==> config.mk <==
export PLATFORM = sky130hd
export DESIGN_NAME = pd_class_tracker
export DESIGN_NICKNAME = d
export VERILOG_FILES = /design/src/rtl/pd_class_pkg.sv /design/src/rtl/flag_filter.sv /design/src/rtl/event_fsm.sv /design/src/rtl/hotswap_ctrl.sv /design/src/rtl/pd_class_tracker.sv
export SDC_FILE = /design/constraint.sdc
export NUM_CORES = 1
export LEC_CHECK = 0
export BUFFER_PORTS_ARGS = -buffer_cell sky130_fd_sc_hd__buf_2
export CAP_MARGIN = 10
export CORE_ASPECT_RATIO = 0.7
export CORE_MARGIN = 2
export CORE_UTILIZATION = 49
export CTS_CLUSTER_SIZE = 24
export DETAILED_ROUTE_END_ITERATION = 10
export HOLD_SLACK_MARGIN = 0.12
export PLACE_DENSITY = 0.66
export SYNTH_ARGS = -nofsm -noshare
export SYNTH_HDL_FRONTEND = slang
export SYNTH_SLANG_ARGS = --single-unit
==> constraint.sdc <==
create_clock -name clk -period 3.5 [get_ports clk]
set_clock_uncertainty 0.15 [all_clocks]
set_input_delay 0.7 -clock clk [delete_from_list [all_inputs] [get_ports clk]]
set_output_delay 0.7 -clock clk [all_outputs]
set_load 0.02 [all_outputs]
==> src/rtl/pd_class_pkg.sv <==
package pd_class_pkg;

    typedef enum logic [1:0] {
        PH_DETECT = 2'd0,
        PH_CLASS  = 2'd1,
        PH_MARK   = 2'd2,
        PH_POWER  = 2'd3
    } phase_e;

    // positions of the input flags in the filtered vector
    localparam int FL_CLASS   = 0;
    localparam int FL_MARK    = 1;
    localparam int FL_RESET   = 2;
    localparam int FL_ON      = 3;
    localparam int FL_OFF     = 4;
    localparam int FL_CHARGED = 5;
    localparam int FL_AUX     = 6;
    localparam int FL_OT      = 7;
    localparam int NUM_FLAGS  = 8;

endpackage

==> src/rtl/flag_filter.sv <==
module flag_filter #(
    parameter int DEB_CYCLES = 8
) (
    input  logic clk,
    input  logic rst_n,
    input  logic raw,
    output logic filt
);
    localparam int DBW = (DEB_CYCLES < 2) ? 1 : $clog2(DEB_CYCLES + 1);

    typedef struct packed {
        logic           s1;
        logic           s2;
        logic           out;
        logic [DBW-1:0] cnt;
    } flt_t;

    flt_t q, d;

    always_comb begin
        d    = q;
        d.s1 = raw;
        d.s2 = q.s1;
        if (q.s2 == q.out) begin
            d.cnt = '0;
        end else if (q.cnt == DBW'(DEB_CYCLES - 1)) begin
            d.out = q.s2;
            d.cnt = '0;
        end else begin
            d.cnt = q.cnt + DBW'(1);
        end
    end

    always_ff @(posedge clk or negedge rst_n) begin
        if (!rst_n) q <= '0;
        else        q <= d;
    end

    assign filt = q.out;

    // the filtered value only changes after the debounce count completes
    assert_filter_wait_R10: assert property (@(posedge clk) disable iff (!rst_n)
        (q.out != $past(q.out)) |-> ($past(q.cnt) == DBW'(DEB_CYCLES - 1)));

endmodule

==> src/rtl/event_fsm.sv <==
module event_fsm
    import pd_class_pkg::*;
#(
    parameter int MAX_EVENTS = 5,
    parameter int EXT_THRESH = 59000,
    localparam int CW = $clog2(MAX_EVENTS + 1),
    localparam int TW = $clog2(EXT_THRESH + 1)
) (
    input  logic          clk,
    input  logic          rst_n,
    input  logic          class_win,
    input  logic          mark_win,
    input  logic          below_reset,
    input  logic          above_on,
    input  logic          above_off,
    input  logic          aux,
    input  logic          ot,
    output phase_e        phase_q,
    output logic [CW-1:0] count_q,
    output logic          ext_q
);
    typedef struct packed {
        phase_e        phase;
        logic [CW-1:0] count;
        logic [TW-1:0] timer;
        logic          ext;
    } fsm_t;

    fsm_t q, d;
    logic [CW-1:0] bumped;

    assign bumped = (q.count == CW'(MAX_EVENTS)) ? q.count : q.count + CW'(1);

    always_comb begin
        d = q;
        if (aux) begin
            d.phase = PH_DETECT;
            d.count = '0;
            d.timer = '0;
            d.ext   = 1'b0;
        end else begin
            unique case (q.phase)
                PH_DETECT: begin
                    if (above_on) begin
                        d.phase = PH_POWER;
                    end else if (class_win && !ot) begin
                        d.phase = PH_CLASS;
                        d.count = bumped;
                        d.timer = TW'(1);
                    end
                end
                PH_CLASS: begin
                    if (q.timer != TW'(EXT_THRESH)) d.timer = q.timer + TW'(1);
                    if (below_reset) begin
                        d.phase = PH_DETECT;
                        d.count = '0;
                        d.timer = '0;
                        d.ext   = 1'b0;
                    end else if (above_on || mark_win) begin
                        d.phase = above_on ? PH_POWER : PH_MARK;
                        if (q.count == CW'(1)) d.ext = (q.timer == TW'(EXT_THRESH));
                    end
                end
                PH_MARK: begin
                    if (below_reset) begin
                        d.phase = PH_DETECT;
                        d.count = '0;
                        d.timer = '0;
                        d.ext   = 1'b0;
                    end else if (above_on) begin
                        d.phase = PH_POWER;
                    end else if (class_win && !ot) begin
                        d.phase = PH_CLASS;
                        d.count = bumped;
                        d.timer = TW'(1);
                    end
                end
                default: begin
                    if (!above_off) begin
                        d.phase = PH_DETECT;
                        d.count = '0;
                        d.timer = '0;
                        d.ext   = 1'b0;
                    end
                end
            endcase
        end
    end

    always_ff @(posedge clk or negedge rst_n) begin
        if (!rst_n) begin
            q.phase <= PH_DETECT;
            q.count <= '0;
            q.timer <= '0;
            q.ext   <= 1'b0;
        end else begin
            q <= d;
        end
    end

    assign phase_q = q.phase;
    assign count_q = q.count;
    assign ext_q   = q.ext;

    // the counter either steps by one or clears
    assert_count_step_R2: assert property (@(posedge clk) disable iff (!rst_n)
        (q.count != $past(q.count)) |-> (q.count == $past(q.count) + CW'(1) || q.count == '0));

    assert_no_overflow_R2: assert property (@(posedge clk) disable iff (!rst_n)
        q.count <= CW'(MAX_EVENTS));

    // the source type is decided only at the end of the first class event
    assert_ext_first_R9: assert property (@(posedge clk) disable iff (!rst_n)
        $rose(q.ext) |-> ($past(q.phase) == PH_CLASS && $past(q.count) == CW'(1)));

    // the auxiliary supply forces detect with a clear counter
    assert_aux_detect_R6: assert property (@(posedge clk) disable iff (!rst_n)
        aux |=> (q.phase == PH_DETECT && q.count == '0));

endmodule

==> src/rtl/hotswap_ctrl.sv <==
module hotswap_ctrl (
    input  logic clk,
    input  logic rst_n,
    input  logic in_power,
    input  logic aux,
    input  logic ot,
    input  logic charged,
    output logic gate_q,
    output logic pg_pull_low
);
    typedef struct packed {
        logic gate;
        logic pg_ok;
    } hs_t;

    hs_t q, d;

    always_comb begin
        d.gate  = in_power && !aux && !ot;
        d.pg_ok = q.gate && (q.pg_ok || charged);
    end

    always_ff @(posedge clk or negedge rst_n) begin
        if (!rst_n) q <= '0;
        else        q <= d;
    end

    assign gate_q      = q.gate;
    assign pg_pull_low = !aux && !q.pg_ok;

    // the auxiliary supply removes the gate drive
    assert_aux_gate_R6: assert property (@(posedge clk) disable iff (!rst_n)
        aux |=> !q.gate);

    // over-temperature removes the gate drive
    assert_ot_gate_R7: assert property (@(posedge clk) disable iff (!rst_n)
        ot |=> !q.gate);

    // power-good only releases behind an enabled gate
    assert_pg_gate_R5: assert property (@(posedge clk) disable iff (!rst_n)
        q.pg_ok |-> $past(q.gate));

endmodule

==> src/rtl/pd_class_tracker.sv <==
module pd_class_tracker
    import pd_class_pkg::*;
#(
    parameter int DEB_CYCLES = 8,
    parameter int EXT_THRESH = 59000,
    parameter int MAX_EVENTS = 5
) (
    input  logic                              clk,
    input  logic                              rst_n,
    input  logic                              port_class_win,
    input  logic                              port_mark_win,
    input  logic                              port_below_reset,
    input  logic                              port_above_on,
    input  logic                              port_above_off,
    input  logic                              gate_charged,
    input  logic                              aux_sense,
    input  logic                              over_temp,
    output logic                              sig_load_en,
    output logic                              class_sink_en,
    output logic                              mark_load_en,
    output logic                              gate_en,
    output logic                              pg_pull_low,
    output logic [$clog2(MAX_EVENTS+1)-1:0]   event_count,
    output logic                              ext_source,
    output logic [1:0]                        phase
);
    localparam int CW = $clog2(MAX_EVENTS + 1);

    logic [NUM_FLAGS-1:0] raw_vec, flt_vec;
    phase_e               ph;
    logic [CW-1:0]        cnt;
    logic                 ext;

    assign raw_vec[FL_CLASS]   = port_class_win;
    assign raw_vec[FL_MARK]    = port_mark_win;
    assign raw_vec[FL_RESET]   = port_below_reset;
    assign raw_vec[FL_ON]      = port_above_on;
    assign raw_vec[FL_OFF]     = port_above_off;
    assign raw_vec[FL_CHARGED] = gate_charged;
    assign raw_vec[FL_AUX]     = aux_sense;
    assign raw_vec[FL_OT]      = over_temp;

    for (genvar g = 0; g < NUM_FLAGS; g++) begin : g_flt
        flag_filter #(.DEB_CYCLES(DEB_CYCLES)) u_flt (
            .clk  (clk),
            .rst_n(rst_n),
            .raw  (raw_vec[g]),
            .filt (flt_vec[g])
        );
    end

    event_fsm #(.MAX_EVENTS(MAX_EVENTS), .EXT_THRESH(EXT_THRESH)) u_fsm (
        .clk        (clk),
        .rst_n      (rst_n),
        .class_win  (flt_vec[FL_CLASS]),
        .mark_win   (flt_vec[FL_MARK]),
        .below_reset(flt_vec[FL_RESET]),
        .above_on   (flt_vec[FL_ON]),
        .above_off  (flt_vec[FL_OFF]),
        .aux        (flt_vec[FL_AUX]),
        .ot         (flt_vec[FL_OT]),
        .phase_q    (ph),
        .count_q    (cnt),
        .ext_q      (ext)
    );

    hotswap_ctrl u_hs (
        .clk        (clk),
        .rst_n      (rst_n),
        .in_power   (ph == PH_POWER),
        .aux        (flt_vec[FL_AUX]),
        .ot         (flt_vec[FL_OT]),
        .charged    (flt_vec[FL_CHARGED]),
        .gate_q     (gate_en),
        .pg_pull_low(pg_pull_low)
    );

    assign sig_load_en   = (ph == PH_DETECT) && !flt_vec[FL_AUX];
    assign class_sink_en = (ph == PH_CLASS) && !flt_vec[FL_AUX] && !flt_vec[FL_OT];
    assign mark_load_en  = (ph == PH_MARK) && !flt_vec[FL_AUX];
    assign event_count   = cnt;
    assign ext_source    = ext;
    assign phase         = ph;

    // the three port loads never overlap
    assert_loads_excl_R8: assert property (@(posedge clk) disable iff (!rst_n)
        $onehot0({sig_load_en, class_sink_en, mark_load_en}));

    // the gate is only driven in the powered phase
    assert_gate_power_R4: assert property (@(posedge clk) disable iff (!rst_n)
        gate_en |-> $past(ph == PH_POWER));

endmodule

======== Yosys cells after proc, flatten, opt, wreduce, memory -nomap -nowiden ========
Cells that the tools add are included.
operators by class
  add/sub/neg operators ................... 10
  $mul .................................... 0
  divide/modulo/power cells ............... 0
  order comparisons ....................... 0
  equality and inequality tests ........... 31
  shifts and indexed selects .............. 0
  multiplexer cells ....................... 34
  bitwise gates (word level) .............. 8
  reductions and logical operators ........ 27
operators by type and width
  cell                     number
  $mux W4                  16
  $pmux W21 S3             1
  $mux W22                 2
  $mux W21                 2
  $mux W19                 2
  $add A4 B1 Y4 const B    8
  $eq A4 B3 Y1 const B     8
  $reduce_and A2 Y1        11
  $add A16 B1 Y16 const B  1
  $eq A16 B16 Y1 const B   1
  $mux W16                 1
  $ne A16 B16 Y1 const B   1
  $ne A4 B1 Y1 const B     3
  $logic_and A1 B1 Y1      9
  $eq A1 B1 Y1             8
  $not A1 Y1               8
  $mux W2                  3
  $ne A3 B1 Y1 const B     2
  $mux W1                  5
  $ne A5 B4 Y1 const B     1
  $reduce_and A5 Y1        1
  $eq A2 B2 Y1 const B     2
  $ne A4 B3 Y1 const B     1
  $add A3 B1 Y3 const B    1
  other kinds (9)          12
word-level totals
  register bits after elaboration ......... 80
  latch bits .............................. 0
  RAM bits ................................ 0
  ROM bits ................................ 0
  logic and storage cells ................. 148
  memories ................................ 0

======== Longest topological paths before layout ========
  depth after elaboration ................. 7
  gate-level depth with buffers ........... 8

======== By module ========
Synthesis repeated with hierarchy kept, for this count alone.
unflattened totals
  cells, all modules ...................... 342
  area total of the unflattened synthesis .. 3846.2 um^2
modules (own cells, without submodules)
  module                            times used  cells each  area an instance (um^2)  sequential area each (um^2)
  flag_filter (g_flt[1].u_flt ...)  7           19          285.3                    175.2
  event_fsm                         1           180         1468.9                   550.5
  flag_filter (g_flt[0].u_flt)      1           20          267.8                    175.2
  hotswap_ctrl                      1           5           73.8                     50.0
  pd_class_tracker                  1           4           38.8                     0.0

======== Worst setup path before layout ========
No wires, ideal clock.
  path type ............................... register to output
  start ................................... register, netlist name u_fsm.phase_q[1]
  end ..................................... output port class_sink_en
  arrival ................................. 1.232 ns
  required time ........................... 2.650 ns
  setup slack ............................. 1.418 ns
  cell stages (with the launch flop) ...... 4
  path buffers ............................ 0
  cell sequence ........................... dfrtp_1 > inv_1 > ha_1 > nor3b_1
between the ends
  cells in the longest elaborated chain, start to end .. 3
ends and longest elaborated chain
  what                               line                    text
  $eq A2 B1 Y1                       pd_class_tracker.sv:79  assign class_sink_en = (ph == PH_CLASS) && !flt_vec[FL_AUX] && !flt_vec[FL_OT];
  $logic_and A1 B1 Y1 (2 in series)  pd_class_tracker.sv:79
  end: declaration                   pd_class_tracker.sv:19  output logic class_sink_en,
No other way between the ends.

======== Worst setup path in the final report ========
  start ................................... register, netlist name u_fsm.phase_q[0]
  end ..................................... register u_fsm.q[7] (netlist bit)
between the ends
  cells in the longest elaborated chain, start to end .. 3
  elaborated cells on any way between the ends .. 8
  those cells by class .................... eq/ne (4); mux (2); reduce/logical (2)
ends and longest elaborated chain
  what                                                            line             text
  $eq A2 B1 Y1 (tied with other cells)                            event_fsm.sv:42  unique case (q.phase)
  $ne A5 B4 Y1 (no line) (tied with other cells)                  n/a
  $reduce_and A2 Y1 (no line) / $mux W22 (equally long branches)  n/a
  end: declaration                                                event_fsm.sv:29  fsm_t q, d;
Parallel ways exist; a longest one is shown, timed or not.
A chain may end at the register's enable or synchronous reset.

==> results.ini <==
[hold_path]
min_path_cells=0
hold_path_class=flip-flop to flip-flop

[sta]
period_needed_ns=2.43
slew_headroom_pct=34.7
timing.final.max_slew_violations=0
setup_tns_ns=0
rsz0062_at_grt=false
hold_violations=0
clock.fmax_mhz=412
tightest_slew_ns=0.979
finalSetupViolCount=0
fin_crit_sh_pct=69.3
holdWs_ns=0.200

[setup_path]
crit_type=flip-flop to flip-flop
worstSetupEndpointType=flip-flop
crit_path_start_kind=flip-flop
worstPathRequired_ns=3.62
cp.depth=7
worst-path-buf-inv=1
crit_fanout=7
critPathMaxStageDelay_ns=0.54
reg2reg_depth=7
slowest_stage=nor4b_1
critPathTopFamily=simple AND/OR/NAND/NOR gates
path_cells=inv_1, ha_1, nor4b_1, nand2b_1, a21boi_1, o21a_1, a21oi_1
reg2reg_slack_ns=1.07
arrival_ns=2.55

[power_and_ir_drop]
p_comb_share_pct=34.2
p_sw_mw=1.07
power_frac_seq_pct=46.0
power_leakage_nw=1.78
p_int_mw=1.77
ir_drop_mv=0.418
p_per_area_mw_per_mm2=711
switching_share_pct=37.7
pwr-share-clk_pct=19.8

[floorplanning]
die_h_um=76.3
start_util_pct=50.4
coreArea_sq_mm=0.00725
ioPinCount=21
num_rows=26
die_w_um=107
dieArea_sq_mm=0.00818

[place]
hpwl_um=4770
numPortBuffers=20
dpl_cell_area_sq_mm=0.00383
gp_congestion=0.847

[synthesis]
synth_cells=348
synth_area_per_cell_sq_um=10.5
synth_edf_count=0
synth_area_leader_cell=dfrtp_1
synth_cell_types=42
synth_top_area_share_pct=54.7
synth_ff_type=dfrtp_1
ys_seq_area_share_pct=54.7
syn-num-nets=375
synthTopCellsByArea=dfrtp_1 55%, ha_1 5.8%, a21oi_1 4.5%
ys_seq_elements=80
async_flop_share_pct=100
yosys_warnings=0
synth_area_sq_mm=0.00366
synth.most_common_cell=dfrtp_1
synthTopCellsByCount=80 x dfrtp_1, 40 x nor2_1, 33 x a21oi_1

[drt]
route.detailed.drc=0
ant_nets=0
vias=2599
wirelength_um=6850
dr.first_iter.drc_count=184
wl_per_cell_um=14.5
vias_per_cell=5.51
met1Wirelength_um=3450
routed.top_layer=met4
wl_met2_um=2870
dr.pass1.iters=4
met3_length_um=446

[finish]
regArea_sq_mm=0.00200
multi_input_area_sq_mm=0.00157
syn_to_final_growth_pct=8.93
antenna_cells=0
drive_above_1_share_pct=12.8
nFillCells=636
num-nets-final=397
final_area_sq_mm=0.00399

[global_route]
grt_overflow=0
grt_max_degree=81
grt_usage_pct=19.0
grt_pass1_vias=2559
grt_first_pass_wirelength_um=12100
antenna_found_initial=0

[run_status]
status=finished clean

[clock_network]
cts_tree=built
cts_made_buffers=9
post_cts_buffers=0
cts_resized=0
h-tree-depth=3
root_buffer=clkbuf_8
cts_num_sinks=80
clock_path_buffers=2
hold_buffers=0
path_clk_slew_ns=0.07
clkLatencyLatePin_ns=0.35

[flow_run]
maxCapViolations=0

-- through the flow --
stage / std cells / total power [mW] / util, % / setup slack (ns)
after floorplan: 348 / 2.03 / - / 1.42
after global placement: 457 / 2.26 / 52.8 / 1.20
after detailed placement: 457 / 2.28 / 52.8 / 1.12
after CTS: 472 / 2.86 / 54.9 / 1.07
after global routing: 472 / 3.05 / 54.9 / 0.880
final: 472 / 2.83 / 54.9 / 1.07
-- kinds of logic (layout without fill, tap and decap cells) --
logic type	count (synthesis)	in the layout	synth area share (%)
AOI/OAI and AO/OA	69	69	11.6
xor gates and xnor gates	16	16	3.83
adders and majority gates	17	17	5.81
buffers and inverters	17	43	2.26
DFF	80	80	54.7
muxes	7	7	2.15
and+or+nand+nor	142	142	19.6
-- power groups by stage --
stage          clock network (mW)  logic (mW)  registers [mW]
2_1_floorplan                   0       0.774            1.26
3_3_place_gp                    0       0.952            1.31
6_report                    0.560       0.970            1.30
4_1_cts                     0.584       0.973            1.30
5_1_grt                     0.620        1.09            1.33
3_5_place_dp                    0       0.967            1.32
-- cell type report --
class | instances | share of cell area, %
timing repair buffer | 20 | 2.57
clock inverter | 4 | 0.565
tap | 98 | 3.08
clock buffer | 11 | 3.30
multi-input combinational | 251 | 39.5
sequential | 80 | 50.2
inverter | 8 | 0.754
-- path summary, 6_finish.rpt --
kind,startpoint,to
max,u_fsm.phase_q[0],u_fsm.q[7]
min,g_flt[0].u_flt.d[5],g_flt[0].u_flt.q[5]
max reg2reg,u_fsm.phase_q[0],u_fsm.q[7]
min reg2reg,g_flt[0].u_flt.d[5],g_flt[0].u_flt.q[5]
max in group asynchronous,rst_n,g_flt[3].u_flt.q[5]
min in group asynchronous,rst_n,g_flt[5].u_flt.q[1]
-- cell usage in the layout, fill, tap and decap left out, drive strengths merged, types with 2 or more instances in the layout --
master,n
and3,2
buf,20
nand4b,3
nand2b,5
or4b,2
o21a,2
xnor2,16
nand4,3
o21ai,13
clkinv,3
nor3b,2
inv,8
nand3,17
a31oi,6
nor3,20
nor2,40
a21oi,35
dfrtp,80
clkbuf,11
ha,17
nor4b,2
nand2,27
o22ai,2
mux2,7
a41oi,2
nor2b,13
o31ai,4
-- registers in the layout, summed over array words and instances (netlist names) --
register	count
g_flt.u_flt.q	40
g_flt.u_flt.filt	8
g_flt.u_flt.d	8
u_fsm.ext_q	1
u_fsm.count_q	3
u_hs.gate_q	1
u_fsm.q	16
u_fsm.phase_q	2
u_hs.q	1
-- routing by layer --
layer  global-route usage, %  vias up
met5                       0        -
met4                    6.49        0
met3                    6.76        8
met2                    26.2       77
met1                    27.6     1242
li1                        -     1272
Power figures use the tool's default switching activity.
